## src/rtl/mprx_pkg.sv

```systemverilog
package mprx_pkg;

    localparam int unsigned BYTE_W = 8;

    localparam logic [1:0] ADDR_DATA = 2'd0;
    localparam logic [1:0] ADDR_STS  = 2'd1;
    localparam logic [1:0] ADDR_CTL  = 2'd2;

    typedef enum logic [1:0] {
        RX_IDLE,
        RX_START,
        RX_BITS,
        RX_STOP
    } rx_state_e;

    typedef struct packed {
        logic [BYTE_W-1:0] data;
        logic              mp;
        logic              stop_ok;
    } frame_t;

    typedef struct packed {
        logic mp;
        logic fer;
        logic ovr;
        logic full;
    } flags_t;

    function automatic logic frame_wanted(input logic id_wait, input logic mp);
        return !(id_wait && !mp);
    endfunction

endpackage

```

## src/rtl/mprx_sync.sv

```systemverilog
module mprx_sync #(
    parameter int unsigned STAGES = 2
) (
    input  logic clk,
    input  logic rst,
    input  logic d,
    output logic q
);
    logic [STAGES-1:0] chain;

    always_ff @(posedge clk) begin
        if (rst) begin
            chain <= '1;
        end else begin
            chain <= {chain[STAGES-2:0], d};
        end
    end

    assign q = chain[STAGES-1];
endmodule

```

## src/rtl/mprx_deframer.sv

```systemverilog
module mprx_deframer
    import mprx_pkg::*;
#(
    parameter int unsigned OSR = 16
) (
    input  logic   clk,
    input  logic   rst,
    input  logic   tick,
    input  logic   rx,
    input  logic   enable,
    output logic   idle,
    output logic   done,
    output frame_t frame
);
    localparam int unsigned CNT_W = $clog2(OSR);
    localparam int unsigned NBITS = BYTE_W + 1;
    localparam int unsigned IDX_W = $clog2(NBITS + 1);
    localparam logic [CNT_W-1:0] HALF_C = CNT_W'(OSR / 2 - 1);
    localparam logic [CNT_W-1:0] LAST_C = CNT_W'(OSR - 1);
    localparam logic [IDX_W-1:0] IDX_LAST = IDX_W'(NBITS - 1);

    rx_state_e         state;
    logic [CNT_W-1:0]  cnt;
    logic [IDX_W-1:0]  idx;
    logic [BYTE_W:0]   shreg;
    logic              at_centre;

    assign at_centre = tick && (cnt == LAST_C);

    always_ff @(posedge clk) begin
        if (rst) begin
            state <= RX_IDLE;
            cnt   <= '0;
            idx   <= '0;
            shreg <= '0;
        end else begin
            case (state)
                RX_IDLE: begin
                    if (tick && enable && !rx) begin
                        state <= RX_START;
                        cnt   <= '0;
                    end
                end
                RX_START: begin
                    if (tick) begin
                        if (cnt == HALF_C) begin
                            cnt <= '0;
                            idx <= '0;
                            state <= rx ? RX_IDLE : RX_BITS;
                        end else begin
                            cnt <= cnt + 1'b1;
                        end
                    end
                end
                RX_BITS: begin
                    if (at_centre) begin
                        cnt   <= '0;
                        shreg <= {rx, shreg[BYTE_W:1]};
                        if (idx == IDX_LAST) begin
                            state <= RX_STOP;
                        end else begin
                            idx <= idx + 1'b1;
                        end
                    end else if (tick) begin
                        cnt <= cnt + 1'b1;
                    end
                end
                RX_STOP: begin
                    if (at_centre) begin
                        cnt   <= '0;
                        state <= RX_IDLE;
                    end else if (tick) begin
                        cnt <= cnt + 1'b1;
                    end
                end
                default: state <= RX_IDLE;
            endcase
        end
    end

    assign idle          = (state == RX_IDLE);
    assign done          = (state == RX_STOP) && at_centre;
    assign frame.data    = shreg[BYTE_W-1:0];
    assign frame.mp      = shreg[BYTE_W];
    assign frame.stop_ok = rx;
endmodule

```

## src/rtl/mprx_regs.sv

```systemverilog
module mprx_regs
    import mprx_pkg::*;
(
    input  logic              clk,
    input  logic              rst,
    input  logic              frm_done,
    input  frame_t            frame,
    input  logic              line,
    input  logic              reg_wr,
    input  logic [1:0]        reg_addr,
    input  logic [7:0]        reg_wdata,
    output logic [7:0]        reg_rdata,
    output logic [BYTE_W-1:0] rx_data,
    output flags_t            flags,
    output logic              id_wait,
    output logic              blocked
);
    logic       wr_sts;
    logic       wr_ctl;
    logic [2:0] clr;
    logic       take;
    logic       full_eff;
    logic       unused_wbits;

    assign wr_sts       = reg_wr && (reg_addr == ADDR_STS);
    assign wr_ctl       = reg_wr && (reg_addr == ADDR_CTL);
    assign clr          = wr_sts ? reg_wdata[2:0] : 3'b000;
    assign take         = frm_done && frame_wanted(id_wait, frame.mp);
    assign full_eff     = flags.full && !clr[0];
    assign unused_wbits = ^reg_wdata[7:3];

    always_ff @(posedge clk) begin
        if (rst) begin
            rx_data <= '0;
            flags   <= '0;
            id_wait <= 1'b0;
        end else begin
            flags.full <= full_eff;
            flags.ovr  <= flags.ovr && !clr[1];
            flags.fer  <= flags.fer && !clr[2];
            if (wr_ctl) begin
                id_wait <= reg_wdata[0];
            end
            if (take) begin
                if (frame.mp) begin
                    id_wait <= 1'b0;
                end
                if (!frame.stop_ok) begin
                    flags.fer <= 1'b1;
                end
                if (full_eff) begin
                    flags.ovr <= 1'b1;
                end else begin
                    rx_data    <= frame.data;
                    flags.full <= 1'b1;
                    flags.mp   <= frame.mp;
                end
            end
        end
    end

    assign blocked = flags.ovr || flags.fer;

    always_comb begin
        case (reg_addr)
            ADDR_DATA: reg_rdata = rx_data;
            ADDR_STS:  reg_rdata = {3'b000, flags.mp, line, flags.fer, flags.ovr, flags.full};
            ADDR_CTL:  reg_rdata = {7'b0000000, id_wait};
            default:   reg_rdata = 8'h00;
        endcase
    end
endmodule

```

## src/rtl/mp_serial_rx.sv

```systemverilog
module mp_serial_rx
    import mprx_pkg::*;
#(
    parameter int unsigned OSR         = 16,
    parameter int unsigned SYNC_STAGES = 2
) (
    input  logic       clk,
    input  logic       rst,
    input  logic       baud_tick,
    input  logic       rxd,
    input  logic       reg_wr,
    input  logic [1:0] reg_addr,
    input  logic [7:0] reg_wdata,
    output logic [7:0] reg_rdata
);
    logic              rx_s;
    logic              rx_idle;
    logic              frm_done;
    frame_t            frm;
    logic [BYTE_W-1:0] rx_data;
    flags_t            flags;
    logic              id_wait;
    logic              blocked;

    mprx_sync #(.STAGES(SYNC_STAGES)) u_sync (
        .clk (clk),
        .rst (rst),
        .d   (rxd),
        .q   (rx_s)
    );

    mprx_deframer #(.OSR(OSR)) u_deframer (
        .clk    (clk),
        .rst    (rst),
        .tick   (baud_tick),
        .rx     (rx_s),
        .enable (!blocked),
        .idle   (rx_idle),
        .done   (frm_done),
        .frame  (frm)
    );

    mprx_regs u_regs (
        .clk       (clk),
        .rst       (rst),
        .frm_done  (frm_done),
        .frame     (frm),
        .line      (rx_s),
        .reg_wr    (reg_wr),
        .reg_addr  (reg_addr),
        .reg_wdata (reg_wdata),
        .reg_rdata (reg_rdata),
        .rx_data   (rx_data),
        .flags     (flags),
        .id_wait   (id_wait),
        .blocked   (blocked)
    );
endmodule

```

## config.mk

```make
export PLATFORM = sky130hd
export DESIGN_NAME = mp_serial_rx
export DESIGN_NICKNAME = d
export VERILOG_FILES = /design/src/rtl/mprx_pkg.sv /design/src/rtl/mprx_sync.sv /design/src/rtl/mprx_deframer.sv /design/src/rtl/mprx_regs.sv /design/src/rtl/mp_serial_rx.sv
export SDC_FILE = /design/constraint.sdc
export NUM_CORES = 1
export LEC_CHECK = 0
export ABC_AREA = 1
export ABC_CLOCK_PERIOD_IN_PS = 2100
export BUFFER_PORTS_ARGS = -buffer_cell sky130_fd_sc_hd__buf_2
export CAP_MARGIN = 20
export CORE_ASPECT_RATIO = 0.9
export CORE_MARGIN = 5
export CORE_UTILIZATION = 56
export DETAILED_ROUTE_END_ITERATION = 10
export GPL_TIMING_DRIVEN = 0
export PLACE_DENSITY = 0.78
export SYNTH_ARGS = -nofsm -noshare
export SYNTH_HDL_FRONTEND = slang
export SYNTH_HIERARCHICAL = 1
export SYNTH_SLANG_ARGS = --single-unit
```

## constraint.sdc

```tcl
create_clock -name clk -period 2.1 [get_ports clk]
set_clock_uncertainty 0.05 [all_clocks]
set_input_delay 0 -clock clk [delete_from_list [all_inputs] [get_ports clk]]
set_output_delay 0 -clock clk [all_outputs]
set_load 0.02 [all_outputs]
```

# After elaboration in Yosys (flattened, before gate mapping)
# Index checks and enable logic that the tools add are counted.
# word_totals
ff_bits	34
inputBits	15
out_inout_bits	8
elab_cells	85
# classes
addsub	2
n_eq_ne	16
mux	27
n_bitwise	1
reduce_logical	28
# op_table
op	n
$mux 4	9
$pmux 8 s3	1
$mux 2	7
$pmux 4 s3	1
$logic_and 1x1->1	11
$ne 2x1->1 const B	5
$add 4x1->4 const B	2
$eq 4x4->1 const B	2
$pmux 2 s4	1
$pmux 4 s2	1
$logic_not 1->1	7
$eq 2x2->1 const B	3
$mux 3	2
$reduce_and 6->1	1
$mux 1	5
$reduce_and 5->1	1
$eq 2x1->1 const B	2
$eq 4x3->1 const B	1
$logic_not 2->1	2
$ne 2x2->1 const B	2
$reduce_and 2->1	2
$ne 3x1->1 const B	1
$reduce_and 3->1	1
$reduce_bool 2->1	1
3 further kinds	3

# Longest topological paths before layout
# Gate-level depths: netlist of run 1.
# depth
word_depth	7
ltp_mapped	11
depth_no_buf	11

# Hierarchy
# Netlist of run 1, hierarchy kept.
# modules_own_cells
mod	n_inst	cells_per_inst	area_each_um2	seq_area_each_um2
mprx_deframer	1	140	979.7	380.4
mprx_regs	1	89	643.1	260.2
mprx_sync	1	7	58.8	40.0
mp_serial_rx	1	1	3.8	0.0

# Worst setup path before layout of run 1
# OpenSTA, ideal clock, no wires.
# synth_timing
path_kind	flip-flop to flip-flop
start	reg u_deframer.cnt[0]
end	reg u_regs.rx_data[1]
setup_ns	0.070
arrival_time_ns	1.665
required_time_ns	1.980
slack_ns	0.314
path_stages_with_launch	11
n_path_buf	1
period_less_slack_ns	1.786
path_cell_list	dfxtp_1 ha_1 nand2_1 nor2_2 inv_2 nor3_1 inv_1 a21oi_4 buf_6 nand3_1 a21oi_1
# synth_between
elab_chain_cells	5
# synth_rtl
item	line_no	text
start: declaration	mprx_deframer.sv:23	logic [CNT_W-1:0] cnt;
start signal: assignment	mprx_deframer.sv:51	cnt <= cnt + 1'b1;
start signal: assignment	mprx_deframer.sv:65	cnt <= cnt + 1'b1;
start signal: assignment	mprx_deframer.sv:73	cnt <= cnt + 1'b1;
$eq 4x4->1	mprx_deframer.sv:28	assign at_centre = tick && (cnt == LAST_C);
$logic_and 1x1->1	mprx_deframer.sv:28	
$logic_and 1x1->1	mprx_deframer.sv:82	assign done = (state == RX_STOP) && at_centre;
net frm_done	mp_serial_rx.sv:18	logic frm_done;
$logic_and 1x1->1	mprx_regs.sv:28	assign take = frm_done && frame_wanted(id_wait, frame.mp);
$reduce_and 2->1 (no source line)	--	
end signal: assignment	mprx_regs.sv:54	rx_data <= frame.data;
end: declaration	mprx_regs.sv:13	output logic [BYTE_W-1:0] rx_data,
# The timed path passes the listed nets, and every way through them passes these cells.
# A chain may end at the register's enable or synchronous reset.

# Final worst setup path of run 1
# Same ends and word-level chain as after synthesis.

==> results of run 1 <==
-- registers in the layout, summed over array words and instances (netlist names), named ones only --
signal,cells
u_regs/rx_data,8
u_regs/flags,4
u_regs/id_wait,1
u_deframer/idx,4
u_sync/chain,2
u_deframer/cnt,4
u_deframer/shreg,9
u_deframer/state,1
-- cells in the mapped netlist, drive strengths merged --
library cell	n
nand2	51
inv	35
dfxtp	34
nor2	30
a21oi	23
nand3	22
o21ai	15
nor3	9
buf	4
ha	3
a22o	2
clkbuf	2
and3	1
clkinv	1
nand4	1
o211a	1
o311ai	1
xnor2	1
xor2	1
-- power groups by stage --
stage / clock network (W) / logic (W) / registers, W
floorplan: 0 / 0.0000542 / 0.000671
global placement: 0 / 0.0000800 / 0.000673
detailed placement: 0 / 0.0000803 / 0.000673
CTS: 0.000405 / 0.0000945 / 0.000658
global route: 0.000445 / 0.000109 / 0.000660
finish: 0.000388 / 0.0000977 / 0.000658
-- worst register-to-register path: cells and delay by family, from the launching register on --
kind | cells | cell delay (ns)
AO/OA/AOI/OAI | 2 | 0.31
adder cells (fa/ha/maj) | 1 | 0.19
buffers and inverters | 3 | 0.36
flip-flops | 1 | 0.35
AND/OR/NAND/NOR | 4 | 0.59
-- timing repair --
action	4_1_cts	5_1_grt
setup endpoints to repair	11	12
hold buffers	11	0
pin swaps	0	2
buffers inserted	0	3
gates resized for setup	1	5
hold endpoints to repair	11	0
-- cell type report --
class	count	area [um^2]	share of cell area [%]
inverter	36	138	6.75
sequential	34	683	33.5
buffer	6	50.0	2.46
clock inverter	2	12.5	0.614
clock buffer	6	51.3	2.52
timing repair buffer	31	218	10.7
tap	40	50.0	2.46
multi-input combinational	161	836	41.0
-- final timing paths --
kind / end / start / cells after the start
max: u_regs/rx_data[1]$_SDFFE_PP0P_ / u_deframer/cnt[0]$_SDFFE_PP0P_ / 10
min: u_regs/flags[1]$_SDFF_PP0_ / reg_addr[0] / 4
max reg2reg: u_regs/rx_data[1]$_SDFFE_PP0P_ / u_deframer/cnt[0]$_SDFFE_PP0P_ / 10
min reg2reg: u_sync/chain[1]$_SDFF_PP1_ / u_sync/chain[0]$_SDFF_PP1_ / 2
-- routing by layer --
layer / vias to the layer above / track usage (%)
li1: 839 / -
met1: 718 / 27.3
met2: 31 / 32.2
met3: 7 / 5.94
met4: 0 / 9.35
met5: - / 0
-- logic make-up (layout without fill, tap and decap cells) --
logic type      Yosys count  in the layout  synth area share (%)
simple gates            114            114                  31.0
compound gates           42             42                  14.3
buf+inv                  42             81                  11.0
flops                    34             34                  40.4
fa+ha+maj                 3              3                  2.23
xor+xnor                  2              2                  1.04
-- per-stage QoR --
step	instance area [um^2]	TNS [ns]	setup WS, ns	utilization [%]
final	2040	0	0.171	72.4
after global routing	2040	0	0.00784	72.4
after CTS	2000	0	0.0962	71.0
after detailed placement	1820	-0.126	-0.0267	64.7
after global placement	1820	-0.000251	-0.000251	64.7
after floorplan	1690	0	0.314	-
==> summary.txt, run 1 <==
Die
  • Die height: 62.0 um
  • Initial core utilization: 59.9%
  • Row cnt: 18
  • Die X: 67.8 um
  • IO Count: 23
  • Core region area: 2820 um^2
  • Die area: 4210 um^2

Critical path
  • Worst path cell trace: ha_1, nand2_1, nor2_4, inv_4, nor3_4, inv_1, a21oi_4, buf_6, nand3_1, a21oi_1
  • CP Launch Type: flop
  • Worst Path Max Fanout: 10
  • Worst path required time: 2.32 ns
  • Max stage delay cell, worst path: dfxtp_2
  • WP data arrival: 2.15 ns
  • Register-to-Register Setup Slack: 0.17 ns
  • CP Buf/Inv Count: 3
  • Crit-path max cell delay: 0.35 ns
  • WS Path Type: flop to flop
  • Top delay family on crit path: simple AND/OR/NAND/NOR gates
  • Endpoint type of the worst setup path: flop

Outcome
  • Status: completed

Synth
  • Mapped Nets: 255
  • Synth area leaders: dfxtp_1 (40%), nand2_1 (10%), inv_1 (6.9%), a21oi_1 (6.5%), nand3_1 (6.5%)
  • Cells after synthesis: 237
  • Sequential cell area fraction in the yosys report: 40.4%
  • Top cell type's share of synthesized area: 40.4%
  • Mean Syn Cell Area: 7.11 um^2
  • Synth Register Bits: 34
  • Top cell type by total area after synthesis: dfxtp_1
  • Ys Warns: 6
  • Mapped cell area: 1690 um^2
  • Synth cell types: 28

Detailed routing
  • Metal3 WL: 172 um
  • Vias per cell: 5.05
  • Met2 routed WL: 1.64 mm
  • 1st-pass router iterations: 4
  • Via count: 1595
  • Number of DRC markers in iteration 0: 206
  • Max layer used: met4
  • DR DRC count: 0
  • WL per Instance: 11.7 um
  • Post-route antenna net violation count: 0
  • DRT Wirelength: 3.71 mm
  • Routed metal-1 wirelength: 1.83 mm

Clock network
  • Num CTS Buffers: 5
  • Clock slew at reported path FFs: 0.10 ns
  • Clock Sinks: 34
  • CTS Buffer Depth: 2
  • Root Buffer: clkbuf_4
  • CTS tree: yes
  • Worst-skew pair later-pin latency: 0.35 ns
  • # H-tree levels: 2

Placed design
  • GPL Wtd Cong: 0.785
  • Post-Place Cells: 294
  • Half-perimeter wire length after placement: 2.47 mm
  • PortBufs: 17

Power
  • Sequential power share: 57.5%
  • Net Sw Frac: 25.6%
  • Clock power frac: 33.9%
  • Worst vdd ir: 0.574 mV
  • Int Power: 0.000851 W
  • Comb power frac: 8.5%
  • Pwr Density: 562 nW/um^2
  • Leakage power: 0.858 nW
  • Psw: 0.000293 W
  • Overall Power: 0.00114 W

STA
  • Final hold viol count: 0
  • Worst slew pin tran: 0.462 ns
  • Tmin final: 1.93 ns
  • Final hold slack: 0.0318 ns
  • Relative slew slack: 69.2%
  • Max Freq: 0.518 GHz
  • Final setup fails: 0
  • Period utilisation layout: 91.9%
  • RSZ-0062 raised after global routing: false
  • Slew Limit Fails: 0

Finish
  • Layout area overhead: 20.9%
  • Layout cells sized above 1: 19.2%
  • Commonest non-fill, non-tap cells in the layout: nand2_1 (46), dfxtp_1 (32), inv_1 (31)
  • Fin cells: 316
  • Fillers: 235
  • Nets@finish: 293
  • ANT cells: 0
  • Most common cell after layout, fill and taps aside: nand2_1

Global routing
  • First-pass GRT wire length: 6.38 mm
  • Total track usage: 20.8%
  • Number of global-route vias before repair: 1449
  • GRT overflow: 0
  • Largest net degree at the start of global routing: 12
  • Initial antenna violation count: 0

Min path
  • Worst Hold Class: input pin to flop

Flow run
  • Max cap viols: 0
No activity file was read; power rests on OpenSTA's default activity.
==> inputs of run 2 (changes only) <==
CORE_UTILIZATION = 45   (was 56)
PLACE_DENSITY = unset   (was 0.78)
PLACE_DENSITY_LB_ADDON = 0.15   (was unset)
TNS_END_PERCENT = 10   (was unset)
==> run 2 against run 1 <==
Effect of this change: clock-buffer cell count decreased by 1; global-route usage fell by 5.5 points; critical path depth unchanged; via count down 6.0%; first-iteration DRC count down 46%; largest cell class unchanged.
==> summary.txt, run 2 (synthesized netlist as in run 1, its figures left out) <==
Outcome
  • Status: completed

Finish
  • Most common cell after layout, fill and taps aside: nand2_1
  • Number of flip-flops under the largest register name: 9
  • Largest reg by FF count: u_deframer/shreg
  • Commonest non-fill, non-tap cells in the layout: nand2_1 (46), dfxtp_1 (34), inv_1 (31)
  • Largest regs: u_deframer/shreg: 9 flops, u_regs/rx_data: 8 flops
  • Finished Cell Area: 2030 um^2
  • Fillers: 372
  • Nets@finish: 286
  • Layout area overhead: 20.2%
  • ANT cells: 0
  • Layout cells sized above 1: 18.6%

Detailed routing
  • Post-route antenna net violation count: 0
  • WL per Instance: 11.0 um
  • Via count: 1499
  • 1st-pass router iterations: 4
  • Number of DRC markers in iteration 0: 111
  • DRT Wirelength: 3.46 mm
  • DR DRC count: 0
  • Vias per cell: 4.76

Clock network
  • CTS Buffer Depth: 2
  • CTS tree: yes
  • Clock Sinks: 34
  • Clock slew at reported path FFs: 0.07 ns
  • Worst-skew pair later-pin latency: 0.29 ns
  • Root Buffer: clkbuf_8
  • Num CTS Buffers: 5
  • # H-tree levels: 2

Critical path
  • Crit-path max cell delay: 0.35 ns
  • Top delay family on crit path: simple AND/OR/NAND/NOR gates
  • Worst path cell trace: ha_1, nand2_1, nor2_4, inv_4, nor3_4, inv_1, a21oi_4, buf_6, nand3_1, a21oi_1
  • Worst path required time: 2.26 ns
  • Endpoint type of the worst setup path: flop
  • Max stage delay cell, worst path: dfxtp_1
  • CP Buf/Inv Count: 3
  • WS Path Type: flop to flop
  • WP data arrival: 2.11 ns
  • Worst Path Max Fanout: 10
  • CP Launch Type: flop

Power
  • Leakage power: 0.851 nW
  • Comb power frac: 6.6%
  • Int Power: 0.00104 W
  • Sequential power share: 48.8%
  • Clock power frac: 44.6%
  • Worst vdd ir: 0.537 mV
  • Pwr Density: 665 nW/um^2
  • Overall Power: 0.00135 W
  • Psw: 0.000310 W
  • Net Sw Frac: 23.0%

Global routing
  • Met1 GRT Util: 22.2%
  • First-pass GRT wire length: 6.00 mm
  • GR peak layer: met1
  • Initial antenna violation count: 0
  • Total track usage: 15.4%
  • Met2 Use GR: 21.8%
  • Largest net degree at the start of global routing: 13
  • Number of global-route vias before repair: 1303
  • Met3 Use GR: 3.96%
  • GRT overflow: 0

Placed design
  • Placed inst area: 1830 um^2
  • Half-perimeter wire length after placement: 2.56 mm
  • PortBufs: 17
  • GPL Wtd Cong: 0.803

STA
  • Slew Limit Fails: 0
  • Worst slew pin tran: 0.409 ns
  • Tmin final: 1.95 ns
  • Period utilisation layout: 93.0%
  • Final setup fails: 0
  • Relative slew slack: 72.7%
  • Final hold viol count: 0
  • Max Freq: 0.512 GHz

Flow run
  • Max cap viols: 0

Die
  • Core region area: 3680 um^2
  • Die height: 68.1 um
  • Initial core utilization: 45.8%
  • Row cnt: 21
  • Die X: 74.5 um
  • Die area: 5070 um^2
  • IO Count: 23

Min path
  • Worst Hold Class: input pin to flop
==> run 2: through the flow <==
step | utilization, % | hold WS, ns | std cells | setup WS [ns] | TNS [ns]
finish | 55.1 | 0.0106 | 315 | 0.147 | 0
CTS | 54.3 | 0.0100 | 313 | 0.0658 | 0
detailed placement | 49.7 | 0.126 | 300 | -0.0720 | -0.458
global placement | 49.7 | 0.119 | 300 | -0.0439 | -0.290
floorplan | - | 0.0191 | 237 | 0.314 | 0
global route | 55.1 | 0.0204 | 315 | -0.0221 | -0.0246
==> run 2: repair_timing <==
action,CTS,global route
gates cloned,0,0
gates resized for setup,1,3
hold endpoints to repair,6,0
hold buffers,5,0
setup endpoints to repair,12,12
setup buffers,0,2
pin swaps,0,2
==> run 2: path summary, 6_finish.rpt <==
check | startpoint | endpoint | slack (ns) | cells past startpoint
worst min register to register | u_sync/chain[0]$_SDFF_PP1_ | u_sync/chain[1]$_SDFF_PP1_ | 0.36 | 2
worst max register to register | u_deframer/cnt[0]$_SDFFE_PP0P_ | u_regs/rx_data[1]$_SDFFE_PP0P_ | 0.15 | 10
worst min-delay path | reg_wr | u_regs/flags[1]$_SDFF_PP0_ | 0.01 | 4
worst max-delay path | u_deframer/cnt[0]$_SDFFE_PP0P_ | u_regs/rx_data[1]$_SDFFE_PP0P_ | 0.15 | 10
==> run 2: worst reg2reg max path: stages (launching register included) <==
cell and delay (ns):
dfxtp_1 0.35, ha_1 0.21, nand2_1 0.12, nor2_4 0.15, inv_4 0.09, nor3_4 0.24, inv_1 0.10, a21oi_4 0.17
buf_6 0.16, nand3_1 0.08, a21oi_1 0.16
==> run 2: power groups by stage <==
stage               combinational, W  sequential (W)  clock, W
finish                     0.0000889        0.000658  0.000601
global route                0.000103        0.000659  0.000652
CTS                        0.0000889        0.000658  0.000615
detailed placement         0.0000811        0.000673         0
global placement           0.0000812        0.000673         0
floorplan                  0.0000542        0.000671         0
==> run 2: layer usage <==
layer	up-vias	share of wire [%]
li1	823	-
met1	653	53
met2	19	42
met3	4	3.7
met4	0	1.2
met5	-	0
==> run 2: cell type report <==
class                   instances  area, um^2  share of cell area (%)
multi-input cells             161         836                    41.3
plain buffers                   6        50.0                    2.47
well taps                      46        57.6                    2.84
inverters                      36         138                    6.79
clock buffers                   5        68.8                    3.40
clock inverters                 3        45.0                    2.22
repair buffers                 24         150                    7.41
flip-flops and latches         34         681                    33.6
